<file path="src/rtl/rot_pkg.sv">
`timescale 1ns/1ps
package rot_pkg;

  // side-band token that rides with every sample
  typedef struct packed {
    logic [1:0] quad;
    logic [1:0] domain;
    logic       dir;
  } rot_tok_t;

  // shift index of elementary section number k (copies of the base index first)
  function automatic int sec_index(input int k, input int base, input int rep);
    return (k < rep) ? base : base + k - rep + 1;
  endfunction

  // first section number handled by pipeline stage s
  function automatic int stage_first(input int s, input int nsolo);
    return (s < nsolo) ? s : nsolo + 2 * (s - nsolo);
  endfunction

  // number of sections merged into pipeline stage s
  function automatic int stage_width(input int s, input int nsolo);
    return (s < nsolo) ? 1 : 2;
  endfunction

endpackage

</file>
<file path="src/rtl/rot_enable_decode.sv">
`timescale 1ns/1ps
module rot_enable_decode #(
  parameter int RW       = 13,
  parameter int ONEPOS   = 14,
  parameter int BASE_IDX = 4,
  parameter int REP      = 6,
  parameter int MAX_IDX  = 14,
  localparam int NSEC    = REP + MAX_IDX - BASE_IDX,
  localparam int CW      = RW - (ONEPOS - BASE_IDX)
) (
  input  logic            clk,
  input  logic            rst_n,
  input  logic [RW-1:0]   resid,
  output logic [NSEC-1:0] en
);

  logic [CW-1:0] cnt;
  assign cnt = resid[RW-1 -: CW];

  // thermometer over the repeated base-index copies; saturates at REP
  for (genvar k = 0; k < REP; k++) begin : g_rep
    assign en[k] = (int'(cnt) > k);
  end

  // one residual bit per remaining index
  for (genvar i = BASE_IDX + 1; i <= MAX_IDX; i++) begin : g_one
    assign en[REP + i - BASE_IDX - 1] = resid[ONEPOS - i];
  end

  // enabled copies always form a contiguous run from copy 0
  assert_therm_shape_R5: assert property (@(posedge clk) disable iff (!rst_n)
    $onehot0(en[REP-1:0] ^ (en[REP-1:0] >> 1)));

  // an oversized count turns on every copy
  assert_therm_sat_R6: assert property (@(posedge clk) disable iff (!rst_n)
    (int'(cnt) >= REP) |-> (&en[REP-1:0]));

endmodule

</file>
<file path="src/rtl/rot_section.sv">
`timescale 1ns/1ps
module rot_section #(
  parameter int W   = 16,
  parameter int IDX = 4
) (
  input  logic signed [W-1:0] x,
  input  logic signed [W-1:0] y,
  input  logic                dir,
  input  logic                en,
  output logic signed [W-1:0] xo,
  output logic signed [W-1:0] yo
);

  localparam int QS = 2 * IDX + 1;

  logic signed [W-1:0] xq, yq, xc, yc, xr, yr;

  // second-order shrink term, dropped once the shift leaves only sign bits
  if (QS < W - 1) begin : g_quad
    assign xq = x >>> QS;
    assign yq = y >>> QS;
  end else begin : g_noquad
    assign xq = '0;
    assign yq = '0;
  end

  assign xc = y >>> IDX;
  assign yc = x >>> IDX;

  always_comb begin
    if (dir) begin
      xr = x - xq + xc;
      yr = y - yq - yc;
    end else begin
      xr = x - xq - xc;
      yr = y - yq + yc;
    end
  end

  assign xo = en ? xr : x;
  assign yo = en ? yr : y;

endmodule

</file>
<file path="src/rtl/rot_stage.sv">
`timescale 1ns/1ps
module rot_stage
  import rot_pkg::*;
#(
  parameter int W        = 16,
  parameter int NS       = 1,
  parameter int FIRST    = 0,
  parameter int BASE_IDX = 4,
  parameter int REP      = 6
) (
  input  logic                clk,
  input  logic                rst_n,
  input  logic                adv,
  input  logic                in_valid,
  input  logic signed [W-1:0] in_x,
  input  logic signed [W-1:0] in_y,
  input  logic [NS-1:0]       in_en,
  input  rot_tok_t            in_tok,
  output logic                out_valid,
  output logic signed [W-1:0] out_x,
  output logic signed [W-1:0] out_y,
  output rot_tok_t            out_tok
);

  logic signed [W-1:0] cx [NS+1];
  logic signed [W-1:0] cy [NS+1];

  assign cx[0] = in_x;
  assign cy[0] = in_y;

  // NS sections chained inside one register stage
  for (genvar j = 0; j < NS; j++) begin : g_sec
    rot_section #(
      .W   (W),
      .IDX (sec_index(FIRST + j, BASE_IDX, REP))
    ) u_sec (
      .x   (cx[j]),
      .y   (cy[j]),
      .dir (in_tok.dir),
      .en  (in_en[j]),
      .xo  (cx[j+1]),
      .yo  (cy[j+1])
    );
  end

  always_ff @(posedge clk or negedge rst_n) begin
    if (!rst_n) begin
      out_valid <= 1'b0;
      out_x     <= '0;
      out_y     <= '0;
      out_tok   <= '0;
    end else if (adv) begin
      out_valid <= in_valid;
      out_x     <= cx[NS];
      out_y     <= cy[NS];
      out_tok   <= in_tok;
    end
  end

  // a valid sample moves one stage per advancing cycle
  assert_stage_load_R2: assert property (@(posedge clk) disable iff (!rst_n)
    adv && in_valid |=> out_valid);

  // a stalled stage keeps everything it holds
  assert_stage_hold_R9: assert property (@(posedge clk) disable iff (!rst_n)
    !adv |=> $stable(out_valid) && $stable(out_x) && $stable(out_y) && $stable(out_tok));

endmodule

</file>
<file path="src/rtl/rot_pipe.sv">
`timescale 1ns/1ps
module rot_pipe
  import rot_pkg::*;
#(
  parameter int W         = 16,
  parameter int RW        = 13,
  parameter int BASE_IDX  = 4,
  parameter int REP       = 6,
  parameter int PAIR_FROM = 7,
  parameter int MAX_IDX   = 14
) (
  input  logic                clk,
  input  logic                rst_n,
  input  logic                in_valid,
  output logic                in_ready,
  input  logic signed [W-1:0] in_x,
  input  logic signed [W-1:0] in_y,
  input  logic [RW-1:0]       in_resid,
  input  logic [1:0]          in_quad,
  input  logic [1:0]          in_domain,
  input  logic                in_dir,
  output logic                out_valid,
  input  logic                out_ready,
  output logic signed [W-1:0] out_x,
  output logic signed [W-1:0] out_y,
  output logic [1:0]          out_quad,
  output logic [1:0]          out_domain,
  output logic                out_dir
);

  localparam int ONEPOS  = W - 2;
  localparam int NSINGLE = PAIR_FROM - BASE_IDX - 1;
  localparam int NSOLO   = REP + NSINGLE;
  localparam int NPAIRED = MAX_IDX - PAIR_FROM + 1;
  localparam int NSTAGE  = NSOLO + NPAIRED / 2;
  localparam int NSEC    = REP + MAX_IDX - BASE_IDX;

  logic                adv;
  logic [NSEC-1:0]     dec_en;
  logic                sv [NSTAGE+1];
  logic signed [W-1:0] sx [NSTAGE+1];
  logic signed [W-1:0] sy [NSTAGE+1];
  rot_tok_t            st [NSTAGE+1];

  // whole pipeline moves when the last slot is empty or being taken
  assign adv      = out_ready | ~sv[NSTAGE];
  assign in_ready = adv;

  assign sv[0] = in_valid;
  assign sx[0] = in_x;
  assign sy[0] = in_y;
  assign st[0] = {in_quad, in_domain, in_dir};

  rot_enable_decode #(
    .RW       (RW),
    .ONEPOS   (ONEPOS),
    .BASE_IDX (BASE_IDX),
    .REP      (REP),
    .MAX_IDX  (MAX_IDX)
  ) u_dec (
    .clk   (clk),
    .rst_n (rst_n),
    .resid (in_resid),
    .en    (dec_en)
  );

  for (genvar s = 0; s < NSTAGE; s++) begin : g_st
    localparam int F = stage_first(s, NSOLO);
    localparam int N = stage_width(s, NSOLO);

    // enables still needed from this stage onward, aligned with its data
    logic [NSEC-1:F] en_cur;

    if (s == 0) begin : g_src
      assign en_cur = dec_en;
    end else begin : g_reg
      always_ff @(posedge clk or negedge rst_n) begin
        if (!rst_n)   en_cur <= '0;
        else if (adv) en_cur <= g_st[s-1].en_cur[NSEC-1:F];
      end
    end

    rot_stage #(
      .W        (W),
      .NS       (N),
      .FIRST    (F),
      .BASE_IDX (BASE_IDX),
      .REP      (REP)
    ) u_stage (
      .clk       (clk),
      .rst_n     (rst_n),
      .adv       (adv),
      .in_valid  (sv[s]),
      .in_x      (sx[s]),
      .in_y      (sy[s]),
      .in_en     (en_cur[F +: N]),
      .in_tok    (st[s]),
      .out_valid (sv[s+1]),
      .out_x     (sx[s+1]),
      .out_y     (sy[s+1]),
      .out_tok   (st[s+1])
    );
  end

  assign out_valid  = sv[NSTAGE];
  assign out_x      = sx[NSTAGE];
  assign out_y      = sy[NSTAGE];
  assign out_quad   = st[NSTAGE].quad;
  assign out_domain = st[NSTAGE].domain;
  assign out_dir    = st[NSTAGE].dir;

  // an offered output stays put until taken
  assert_out_hold_R9: assert property (@(posedge clk) disable iff (!rst_n)
    out_valid && !out_ready |=> out_valid && $stable(out_x) && $stable(out_y)
      && $stable({out_quad, out_domain, out_dir}));

  // an output only disappears after it was taken
  assert_out_drop_R9: assert property (@(posedge clk) disable iff (!rst_n)
    $fell(out_valid) |-> $past(out_ready));

endmodule

</file>
<file path="config.mk">
export PLATFORM = sky130hd
export DESIGN_NAME = rot_pipe
export DESIGN_NICKNAME = d
export VERILOG_FILES = /design/src/rtl/rot_pkg.sv /design/src/rtl/rot_enable_decode.sv /design/src/rtl/rot_section.sv /design/src/rtl/rot_stage.sv /design/src/rtl/rot_pipe.sv
export SDC_FILE = /design/constraint.sdc
export NUM_CORES = 2
export LEC_CHECK = 0
export BUFFER_PORTS_ARGS = -buffer_cell sky130_fd_sc_hd__buf_2
export CAP_MARGIN = 20
export CORE_ASPECT_RATIO = 0.7
export CORE_MARGIN = 8
export CORE_UTILIZATION = 41
export CTS_CLUSTER_DIAMETER = 60
export DETAILED_ROUTE_END_ITERATION = 10
export GPL_TIMING_DRIVEN = 1
export MAX_ROUTING_LAYER = met4
export PLACE_DENSITY = 0.6
export SYNTH_ARGS = -nofsm -noshare
export SYNTH_HDL_FRONTEND = slang
export SYNTH_SLANG_ARGS = --single-unit
</file>
<file path="constraint.sdc">
create_clock -name clk -period 8.5 [get_ports clk]
set_clock_uncertainty 0.2 [all_clocks]
set_input_delay 1.7 -clock clk [delete_from_list [all_inputs] [get_ports clk]]
set_output_delay 1.7 -clock clk [all_outputs]
set_load 0.02 [all_outputs]
</file>
==> reports/metrics.csv <==
metric;value;unit
synth_top_flop_cell;dfrtp_1;
relSlewSlack;28.66;%
netlist_instances;7923;
worst-path-buf-inv;2;
rows;119;
required;8890;ps
crit_path_frequent_cell;ha_1;
yosysWarnings;0;
setup_viol;0;
via_count;54980;
min_delay_path_depth;2;
grt_usage;21.79;%
fp.dieArea;164800;um^2
grt_pass1_wl;287000;um
cts_setup_buffers;0;
netlist_area;62250;um^2
antenna_found_initial;2;
post-route-period-util;90.44;%
diodes;0;
ys_seq_elements;560;
r2r_cells;31;
start_kind;flop;
cp_num_cells;31;
setup.worst_path.end_class;flop;
tns;0;ps
outcome;finished, final reports clean;
hold_buffers;0;
ys_seq_area_share;22.51;%
async_flop_share;100.0;%
synth_edf_count;0;
grt-ovfl-total;0;
clock_latency;680;ps
core_area;150500;um^2
slew_violations;0;
post-route-min-period;7687;ps
portBuffers;92;
clkTransAtPathRegs;60;ps
drc_errors;0;
clock_path_buffers;3;
avgSynthCellArea;7.857;um^2
rsz0062_at_grt;no;
slowest_stage;mux4_2;
cp.arrival;8080;ps
hold_class;flop to flop;
syn_nets;8837;
worst_path_dominant_cell_family;compound AO/OA/AOI/OAI gates;
wl_per_cell;18.06;um
die_x;481.7;um
detail-route-antenna-nets;0;
crit_path_max_fanout;6;
drive_above_1_share;5.859;%
cts_tree;done;
drt_iter0_markers;4717;
worstMarginPinSlew;1070;ps
cts_sinks;560;
critPathKind;flop to flop;
finalNetCount;8794;
synth_cell_types;98;
drt_wl_total;179400;um
drt_pass1_iterations;6;
dp_hpwl;138900;um
fmax;130.1;MHz
drv_cap;0;
area_delta_synth_final;8.148;%
num_io_pins;93;
clock-root-buffer;clkbuf_16;
vias_per_cell;5.535;
grt_pass1_vias;51530;
cts_buffers;77;
die_y;342.0;um
start_util;41.36;%
hold_viol_final;0;
grt_max_degree;229;
critPathMaxStageDelay;480;ps
globalplace.congestion;0.9327;
htreeDepth;3;
## worst min-delay path, cell delays in order, from the launching register on
cell,delay [ps]
dfrtp_1,340
nand2_1,50
nand2_1,50
## per-layer routing
metal	wire (um)	global-route usage, %
met2	70610	29.86
met1	95210	33.93
met3	10560	2.820
met4	2994	3.881
met5	0	-
## flip-flops by register name, summed over array words and instances (netlist names)
register / cells
g_st.u_stage.out_x: 192
g_st.u_stage.out_y: 192
g_st.u_stage.out_tok: 60
g_st.en_cur: 104
g_st.u_stage.out_valid: 12
## placed cells by master, fill, tap and decap left out, types with 20 or more instances in the layout
| cell type | n |
|---|---|
| and3_1 | 47 |
| a211oi_1 | 53 |
| o211ai_1 | 34 |
| nand2_1 | 1152 |
| fa_1 | 48 |
| dfrtp_1 | 552 |
| mux2i_1 | 250 |
| a31oi_1 | 101 |
| o21ai_0 | 602 |
| nor3_1 | 195 |
| a21boi_0 | 51 |
| mux2_2 | 107 |
| nor2_1 | 685 |
| buf_4 | 38 |
| nor2b_1 | 120 |
| nand2b_1 | 69 |
| a31o_2 | 23 |
| nand4_1 | 23 |
| a41oi_1 | 20 |
| nand3_1 | 117 |
| inv_1 | 496 |
| o21a_1 | 72 |
| or3_1 | 62 |
| o31ai_1 | 20 |
| buf_2 | 91 |
| o21bai_1 | 69 |
| xnor2_1 | 554 |
| ha_1 | 812 |
| a21o_1 | 159 |
| xor2_1 | 227 |
| and2_1 | 27 |
| o41ai_1 | 28 |
| a21oi_1 | 611 |
| clkbuf_16 | 81 |
## logic make-up after synthesis
logic type,Yosys count,synth area share [%]
AND/OR/NAND/NOR,2598,18.35
AO/OA/AOI/OAI,1991,19.57
adder cells (fa/ha/maj),863,17.92
XOR/XNOR,781,10.99
buffers and inverters,771,4.661
flip-flops,560,22.51
multiplexers,359,6.007
## path summary, 6_finish.rpt
check                                      startpoint                         end  slack [ps]
hold / removal             g_st[4].u_stage.out_tok[2]  g_st[4].u_stage.out_tok[2]         260
setup reg to reg           g_st[10].u_stage.out_x[15]  g_st[11].u_stage.out_x[15]         810
setup / recovery           g_st[10].u_stage.out_x[15]  g_st[11].u_stage.out_x[15]         810
max in group asynchronous                       rst_n           g_st[5].en_cur[5]        5750
hold reg to reg            g_st[4].u_stage.out_tok[2]  g_st[4].u_stage.out_tok[2]         260
min in group asynchronous                       rst_n   g_st[11].u_stage.out_x[6]         800
## stage by stage
step,std cells,hold slack (ps),setup slack (ps),area (um^2),util [%]
after detailed placement,9796,255.1,781.1,64690,42.98
after CTS,9932,267.8,730.6,67300,44.71
final,9933,263.2,812.8,67330,44.73
after global routing,9933,282.3,134.2,67330,44.73
after global placement,9796,248.4,912.8,64690,42.98
after floorplan,7923,230.0,1703,62250,-
## Yosys cell counts (23+ instances only)
master    count  area (um^2)
a211oi_1     53        397.9
a21boi_0     51        382.9
a21o_1      159         1194
a21oi_1     611         3058
a31o_2       23        201.4
a31oi_1     101        631.9
and2_1       27        168.9
and3_1       47        294.0
buf_1        51        191.4
clkbuf_1    205        769.5
dfrtp_1     560        14010
fa_1         48        960.9
ha_1        812        10160
inv_1       497         1866
mux2_2      107         1205
mux2i_1     251         2512
nand2_1    1152         4324
nand2b_1     69        431.7
nand3_1     117        585.6
nand4_1      23        143.9
nor2_1      685         2571
nor2b_1     121        757.0
nor3_1      196        980.9
o211ai_1     34        255.2
o21a_1       72        540.5
o21ai_0     602         3013
o21bai_1     69        518.0
o41ai_1      28        245.2
or3_1        62        387.9
xnor2_1     554         4852
xor2_1      227         1988
## layout make-up
type / instances / area, um^2
sequential: 560 / 14020
inverter: 511 / 1926
timing repair buffer: 138 / 923.4
multi-input combinational: 6592 / 45360
tap: 1996 / 2497
clock inverter: 37 / 426.7
fill: 14960 / 83200
clock buffer: 99 / 2175
## timing repair
item / in CTS / in global routing
gates resized for setup: 0 / 1
setup endpoints to repair: 0 / 1
hold endpoints to repair: 0 / 0
Power is not shown: default switching activity piles up to over one toggle a cycle in this logic, so the estimate is an artifact.
